==> config.mk <==
export PLATFORM = sky130hd
export DESIGN_NAME = dwt_top
export DESIGN_NICKNAME = d
export VERILOG_FILES = /design/src/rtl/dwt_pkg.sv /design/src/rtl/dwt_attempt_ctr.sv /design/src/rtl/dwt_fsm.sv /design/src/rtl/dwt_status.sv /design/src/rtl/dwt_top.sv
export SDC_FILE = /design/constraint.sdc
export NUM_CORES = 1
export LEC_CHECK = 0
export BUFFER_PORTS_ARGS = -buffer_cell sky130_fd_sc_hd__buf_2
export CORE_UTILIZATION = 59
export DETAILED_ROUTE_END_ITERATION = 7
export GPL_TIMING_DRIVEN = 1
export PLACE_DENSITY = 0.79
export SLEW_MARGIN = 10
export SYNTH_ARGS = -nofsm -noshare
export SYNTH_HDL_FRONTEND = slang
export SYNTH_SLANG_ARGS = --single-unit
==> constraint.sdc <==
create_clock -name clk -period 3.7 [get_ports clk]
set_clock_uncertainty 0.05 [all_clocks]
set_input_delay 0.555 -clock clk [delete_from_list [all_inputs] [get_ports clk]]
set_output_delay 0.555 -clock clk [all_outputs]
set_load 0.02 [all_outputs]
==> src/rtl/dwt_pkg.sv <==
package dwt_pkg;

    typedef enum logic [1:0] {
        TERM_NORMAL = 2'd0,
        TERM_RETRY  = 2'd1,
        TERM_DISC   = 2'd2,
        TERM_ABORT  = 2'd3
    } term_e;

    typedef enum logic [1:0] {
        RSP_RETRY      = 2'd0,
        RSP_DISC_FIRST = 2'd1,
        RSP_COMPLETE   = 2'd2,
        RSP_TABORT     = 2'd3
    } rsp_e;

    typedef enum logic [1:0] {
        ST_IDLE     = 2'd0,
        ST_PEND     = 2'd1,
        ST_DONE_OK  = 2'd2,
        ST_DONE_ABT = 2'd3
    } st_e;

    typedef struct packed {
        logic  valid;
        term_e code;
    } term_t;

    // Final answer for a write that finished on the target bus
    function automatic rsp_e final_rsp(st_e st, logic multi);
        if (st == ST_DONE_ABT) return RSP_TABORT;
        return multi ? RSP_DISC_FIRST : RSP_COMPLETE;
    endfunction

endpackage

==> src/rtl/dwt_attempt_ctr.sv <==
module dwt_attempt_ctr #(
    parameter int CNT_W  = 32,
    parameter int LO_LOG = 24,
    parameter int HI_LOG = 32
) (
    input  logic clk,
    input  logic rst,
    input  logic clr,
    input  logic inc,
    input  logic limit_sel,
    output logic last
);
    localparam logic [CNT_W-1:0] LIM_LO_M1 = CNT_W'((64'd1 << LO_LOG) - 64'd1);
    localparam logic [CNT_W-1:0] LIM_HI_M1 = CNT_W'((64'd1 << HI_LOG) - 64'd1);

    logic [CNT_W-1:0] cnt;
    logic [CNT_W-1:0] lim_m1;

    assign lim_m1 = limit_sel ? LIM_HI_M1 : LIM_LO_M1;
    // >= covers a limit lowered in the middle of a write
    assign last   = (cnt >= lim_m1);

    always_ff @(posedge clk) begin
        if (rst)      cnt <= '0;
        else if (clr) cnt <= '0;
        else if (inc) cnt <= cnt + 1'b1;
    end

    AST_CNT_CLEAR: assert property (@(posedge clk) disable iff (rst)
        clr |=> (cnt == '0));
    AST_CNT_STEP: assert property (@(posedge clk) disable iff (rst)
        (inc && !clr) |=> (cnt == $past(cnt) + 1'b1));

endmodule

==> src/rtl/dwt_fsm.sv <==
module dwt_fsm
    import dwt_pkg::*;
(
    input  logic  clk,
    input  logic  rst,
    input  logic  accept,
    input  logic  accept_multi,
    input  term_t term,
    input  logic  init_req,
    input  logic  last,
    output logic  attempt_req,
    output logic  cnt_inc,
    output logic  cnt_clr,
    output logic  fail,
    output logic  abort_set,
    output logic  resp_valid,
    output rsp_e  resp_code
);
    st_e  st;
    logic multi_q;
    logic pend, done, tv_retry;

    assign pend      = (st == ST_PEND);
    assign done      = (st == ST_DONE_OK) || (st == ST_DONE_ABT);
    assign tv_retry  = pend && term.valid && (term.code == TERM_RETRY);
    assign cnt_inc   = tv_retry && !last;
    assign fail      = tv_retry && last;
    assign abort_set = pend && term.valid && (term.code == TERM_ABORT);
    assign cnt_clr   = ((st == ST_IDLE) && accept) || (done && init_req) || fail;
    assign attempt_req = pend;

    always_ff @(posedge clk) begin
        if (rst) begin
            st         <= ST_IDLE;
            multi_q    <= 1'b0;
            resp_valid <= 1'b0;
            resp_code  <= RSP_RETRY;
        end else begin
            resp_valid <= 1'b0;
            case (st)
                ST_IDLE: begin
                    if (accept) begin
                        st      <= ST_PEND;
                        multi_q <= accept_multi;
                    end
                end
                ST_PEND: begin
                    if (init_req) begin
                        resp_valid <= 1'b1;
                        resp_code  <= RSP_RETRY;
                    end
                    if (term.valid) begin
                        case (term.code)
                            TERM_NORMAL, TERM_DISC: st <= ST_DONE_OK;
                            TERM_ABORT:             st <= ST_DONE_ABT;
                            default:                if (last) st <= ST_IDLE;
                        endcase
                    end
                end
                default: begin
                    if (init_req) begin
                        resp_valid <= 1'b1;
                        resp_code  <= final_rsp(st, multi_q);
                        st         <= ST_IDLE;
                    end
                end
            endcase
        end
    end

    AST_RESP_CAUSE: assert property (@(posedge clk) disable iff (rst)
        resp_valid |-> $past(init_req));
    AST_FAIL_DROP: assert property (@(posedge clk) disable iff (rst)
        fail |=> !attempt_req);
    AST_ABORT_ANSWER: assert property (@(posedge clk) disable iff (rst)
        (st == ST_DONE_ABT && init_req) |=> (resp_valid && resp_code == RSP_TABORT));

endmodule

==> src/rtl/dwt_status.sv <==
module dwt_status (
    input  logic clk,
    input  logic rst,
    input  logic abort_set,
    input  logic fail,
    input  logic serr_en,
    input  logic nodeliv_dis,
    input  logic w1c_recv,
    input  logic w1c_sig,
    output logic sta_recv_abort,
    output logic sta_sig_abort,
    output logic serr_pulse
);
    always_ff @(posedge clk) begin
        if (rst) begin
            sta_recv_abort <= 1'b0;
            sta_sig_abort  <= 1'b0;
            serr_pulse     <= 1'b0;
        end else begin
            if (abort_set)     sta_recv_abort <= 1'b1;
            else if (w1c_recv) sta_recv_abort <= 1'b0;
            if (abort_set)     sta_sig_abort  <= 1'b1;
            else if (w1c_sig)  sta_sig_abort  <= 1'b0;
            serr_pulse <= fail && serr_en && !nodeliv_dis;
        end
    end

    AST_SERR_SINGLE: assert property (@(posedge clk) disable iff (rst)
        serr_pulse |=> !serr_pulse);
    AST_SERR_GATED: assert property (@(posedge clk) disable iff (rst)
        serr_pulse |-> $past(fail && serr_en && !nodeliv_dis));
    AST_RECV_STICKY: assert property (@(posedge clk) disable iff (rst)
        ($past(sta_recv_abort) && !$past(w1c_recv)) |-> sta_recv_abort);
    AST_SIG_STICKY: assert property (@(posedge clk) disable iff (rst)
        ($past(sta_sig_abort) && !$past(w1c_sig)) |-> sta_sig_abort);

endmodule

==> src/rtl/dwt_top.sv <==
module dwt_top
    import dwt_pkg::*;
#(
    parameter int CNT_W  = 32,
    parameter int LO_LOG = 24,
    parameter int HI_LOG = 32
) (
    input  logic       clk,
    input  logic       rst,
    input  logic       accept,
    input  logic       accept_multi,
    input  logic       term_valid,
    input  logic [1:0] term_code,
    input  logic       init_req,
    input  logic       limit_sel,
    input  logic       serr_en,
    input  logic       nodeliv_dis,
    input  logic       w1c_recv,
    input  logic       w1c_sig,
    output logic       attempt_req,
    output logic       resp_valid,
    output logic [1:0] resp_code,
    output logic       sta_recv_abort,
    output logic       sta_sig_abort,
    output logic       serr_pulse
);
    term_t term;
    rsp_e  rsp;
    logic  last, cnt_inc, cnt_clr, fail, abort_set;

    assign term.valid = term_valid;
    assign term.code  = term_e'(term_code);
    assign resp_code  = rsp;

    dwt_attempt_ctr #(.CNT_W(CNT_W), .LO_LOG(LO_LOG), .HI_LOG(HI_LOG)) u_ctr (
        .clk(clk), .rst(rst), .clr(cnt_clr), .inc(cnt_inc),
        .limit_sel(limit_sel), .last(last)
    );

    dwt_fsm u_fsm (
        .clk(clk), .rst(rst), .accept(accept), .accept_multi(accept_multi),
        .term(term), .init_req(init_req), .last(last),
        .attempt_req(attempt_req), .cnt_inc(cnt_inc), .cnt_clr(cnt_clr),
        .fail(fail), .abort_set(abort_set),
        .resp_valid(resp_valid), .resp_code(rsp)
    );

    dwt_status u_sta (
        .clk(clk), .rst(rst), .abort_set(abort_set), .fail(fail),
        .serr_en(serr_en), .nodeliv_dis(nodeliv_dis),
        .w1c_recv(w1c_recv), .w1c_sig(w1c_sig),
        .sta_recv_abort(sta_recv_abort), .sta_sig_abort(sta_sig_abort),
        .serr_pulse(serr_pulse)
    );

    AST_IDLE_QUIET: assert property (@(posedge clk) disable iff (rst)
        (!attempt_req && term_valid && term_code == 2'd3 && !sta_recv_abort) |=> !sta_recv_abort);

endmodule

==> qor.yml <==
synth_seq_cells: 41
h-tree-depth: 2
cts_root_buffer: "clkbuf_8"
grt_pass1_vias: 1881
min_to: "u_sta.serr_pulse$_SDFF_PP0_"
worst_setup_path_start_kind: "primary input"
ys_warn_count: 0
fillCellCount: 316
maxCapViolCount: 0
synth-async-reset-ratio_pct: 0
syn_to_final_growth_pct: 8.65
cp_slowest_cell: "or4_4"
ir_drop_mv: 0.186
report.final.hold_viol_count: 0
status: "complete, no violations"
cts_tree: "done"
drive_gt1_share_pct: 16.8
start_util_pct: 62.9
clkSlewWorstSetupHoldPaths_ns: 0.08
wl_met2_um: 2430
fp-row-count: 22
ant_nets: 0
numPlacedInstances: 320
met1Wirelength_um: 2390
max_stage_delay_ns: 0.62
multiInputGateArea_um2: 1450
overflow: 0
synth.distinct_cells: 42
wire_per_inst_um: 15.4
avgViaCountPerCell: 6.59
cp_max_fo: 32
met3WireLength_um: 182
grt_pass1_wl_um: 8580
ios: 20
place_area_um2: 2480
regToRegSetupSlack_ns: 1.10
path_cells: "buf_2, inv_1, ha_1, nand4_2, or4_4, nor4_4, o21a_4, a211oi_1"
cp.arrival_ns: 2.83
die_h_um: 65.4
wl_um: 5040
whs_path_depth: 2
ctsResizeCount: 0
hold_path.startpoint: "nodeliv_dis"
rr_endpoint: "u_ctr.cnt[21]$_SDFFE_PP0P_"
relSlewSlack_pct: 50.6
top_layer_used: "met4"
hold_path.class: "primary input to flip-flop"
required_ns: 3.82
clock.fmax_mhz: 368
instances_no_fill: 328
synth_edf_count: 0
end_kind: "flip-flop"
diodes: 0
core-area_um2: 3770
avgSynthCellArea_um2: 8.95
regToRegStartpoint: "u_ctr.cnt[29]$_SDFFE_PP0P_"
yosysSeqAreaShare_pct: 34.6
crit_buf_inv: 2
slew_viol_final: 0
rsz0062_at_grt: "false"
fin_crit_ns: 2.71
power.density_nw_per_um2: 321
clock_latency_ns: 0.30
nets: 301
cts_buffers: 5
tns_ns: 0
final_common_cell: "dfxtp_1"
route.vias.total: 2160
synth_fp_nets: 287
synthesis.instances: 265
first_pass_iters: 4
finalSetupViolCount: 0
worstMarginPinSlew_ns: 0.737
critPathKind: "primary input to flip-flop"
layout_common_cells: "41 x dfxtp_1, 30 x a211oi_1, 29 x o31ai_1, 28 x or4_1"
leakage_nw: 0.759
grt_usage_pct: 25.7
rr_worst_depth: 6
synth_ff_type: "dfxtp_1"
final_area_um2: 2580
dieArea_um2: 4280
die_w_um: 65.4
synth_area_um2: 2370
dr.first_iter.drc_count: 115
drc: 0
portBuffers: 19
gp_congestion: 0.776
period_share_pct: 73.4
seq_area_um2: 821
cts.path.max_buffers: 2
hpwl_um: 3330
cp_top_family: "simple AND/OR/NAND/NOR gates"
antenna_found_initial: 0
clkSinkCount: 41
cts_setup_buffers: 0
cts_hold_buf: 0
grt_max_degree: 33
[per-layer routing]
metal,global-route usage (%),vias up
li1,-,1094
met2,40.6,37
met4,7.61,0
met3,6.60,6
met5,0,-
met1,34.3,1023
[cells in the mapped netlist, types with 3 or more instances]
cell type	count	area [um^2]
dfxtp_1	41	821
a211oi_1	30	225
o31ai_1	29	218
or4_1	28	210
nand2_1	19	71.3
a21oi_1	10	50.1
nand4_1	10	62.6
nor2_1	10	37.5
ha_1	9	113
clkbuf_1	8	30.0
nand3_1	8	40.0
o21ai_0	6	30.0
buf_2	5	25.0
and4_1	4	35.0
inv_1	4	15.0
nand2b_1	4	25.0
nor2b_1	4	25.0
buf_4	3	22.5
o211ai_1	3	22.5
or2_2	3	18.8
[logic make-up after synthesis]
group | count (synthesis) | synth area share (%)
AND/OR/NAND/NOR | 107 | 29.0
AO/OA/AOI/OAI | 86 | 26.9
flip-flops | 41 | 34.6
buffers and inverters | 21 | 4.38
adder cells (fa/ha/maj) | 9 | 4.75
XOR/XNOR | 1 | 0.369
[cell type report]
class / instances / area share [%]
Multi-Input combinational cell: 203 / 56.2
Sequential cell: 41 / 31.8
Timing Repair Buffer: 24 / 5.15
Clock buffer: 7 / 3.74
Tap cell: 48 / 2.33
Inverter: 4 / 0.583
Clock inverter: 1 / 0.194
[power by group]
part	leakage, nW	switching (mW)	internal (mW)	total (mW)
Sequential	0.331	0.00417	0.445	0.449
Clock	0.0542	0.159	0.169	0.328
Combinational	0.374	0.0326	0.0185	0.0511
[flip-flops by register name, summed over array words and instances (netlist names)]
register,count
u_ctr.cnt,32
u_fsm.multi_q,1
u_fsm.resp_code,2
u_fsm.resp_valid,1
u_fsm.st,2
u_sta.serr_pulse,1
u_sta.sta_recv_abort,1
u_sta.sta_sig_abort,1
[metrics by stage]
step           worst slack [ns]  hold slack [ns]  total power, mW  util, %
2_1_floorplan             0.933            0.400            0.493        -
3_3_place_gp              0.764            0.387            0.509     65.7
3_5_place_dp              0.682            0.399            0.511     65.7
4_1_cts                   0.981            0.372            0.830     68.3
5_1_grt                   0.841            0.363            0.855     68.3
6_report                  0.985            0.372            0.828     68.3
[worst max path at each step]
stage	from	end	slack [ns]	depth (start not counted)
after global routing	limit_sel	u_ctr.cnt[24]$_SDFFE_PP0P_	0.84	8
after floorplan	limit_sel	u_ctr.cnt[10]$_SDFFE_PP0P_	0.93	9
after CTS	limit_sel	u_ctr.cnt[0]$_SDFFE_PP0P_	0.98	8
final	limit_sel	u_ctr.cnt[21]$_SDFFE_PP0P_	0.99	8
after global placement	limit_sel	u_ctr.cnt[15]$_SDFFE_PP0P_	0.76	8
after detailed placement	limit_sel	u_ctr.cnt[0]$_SDFFE_PP0P_	0.68	8
Power figures use the tool's default switching activity.
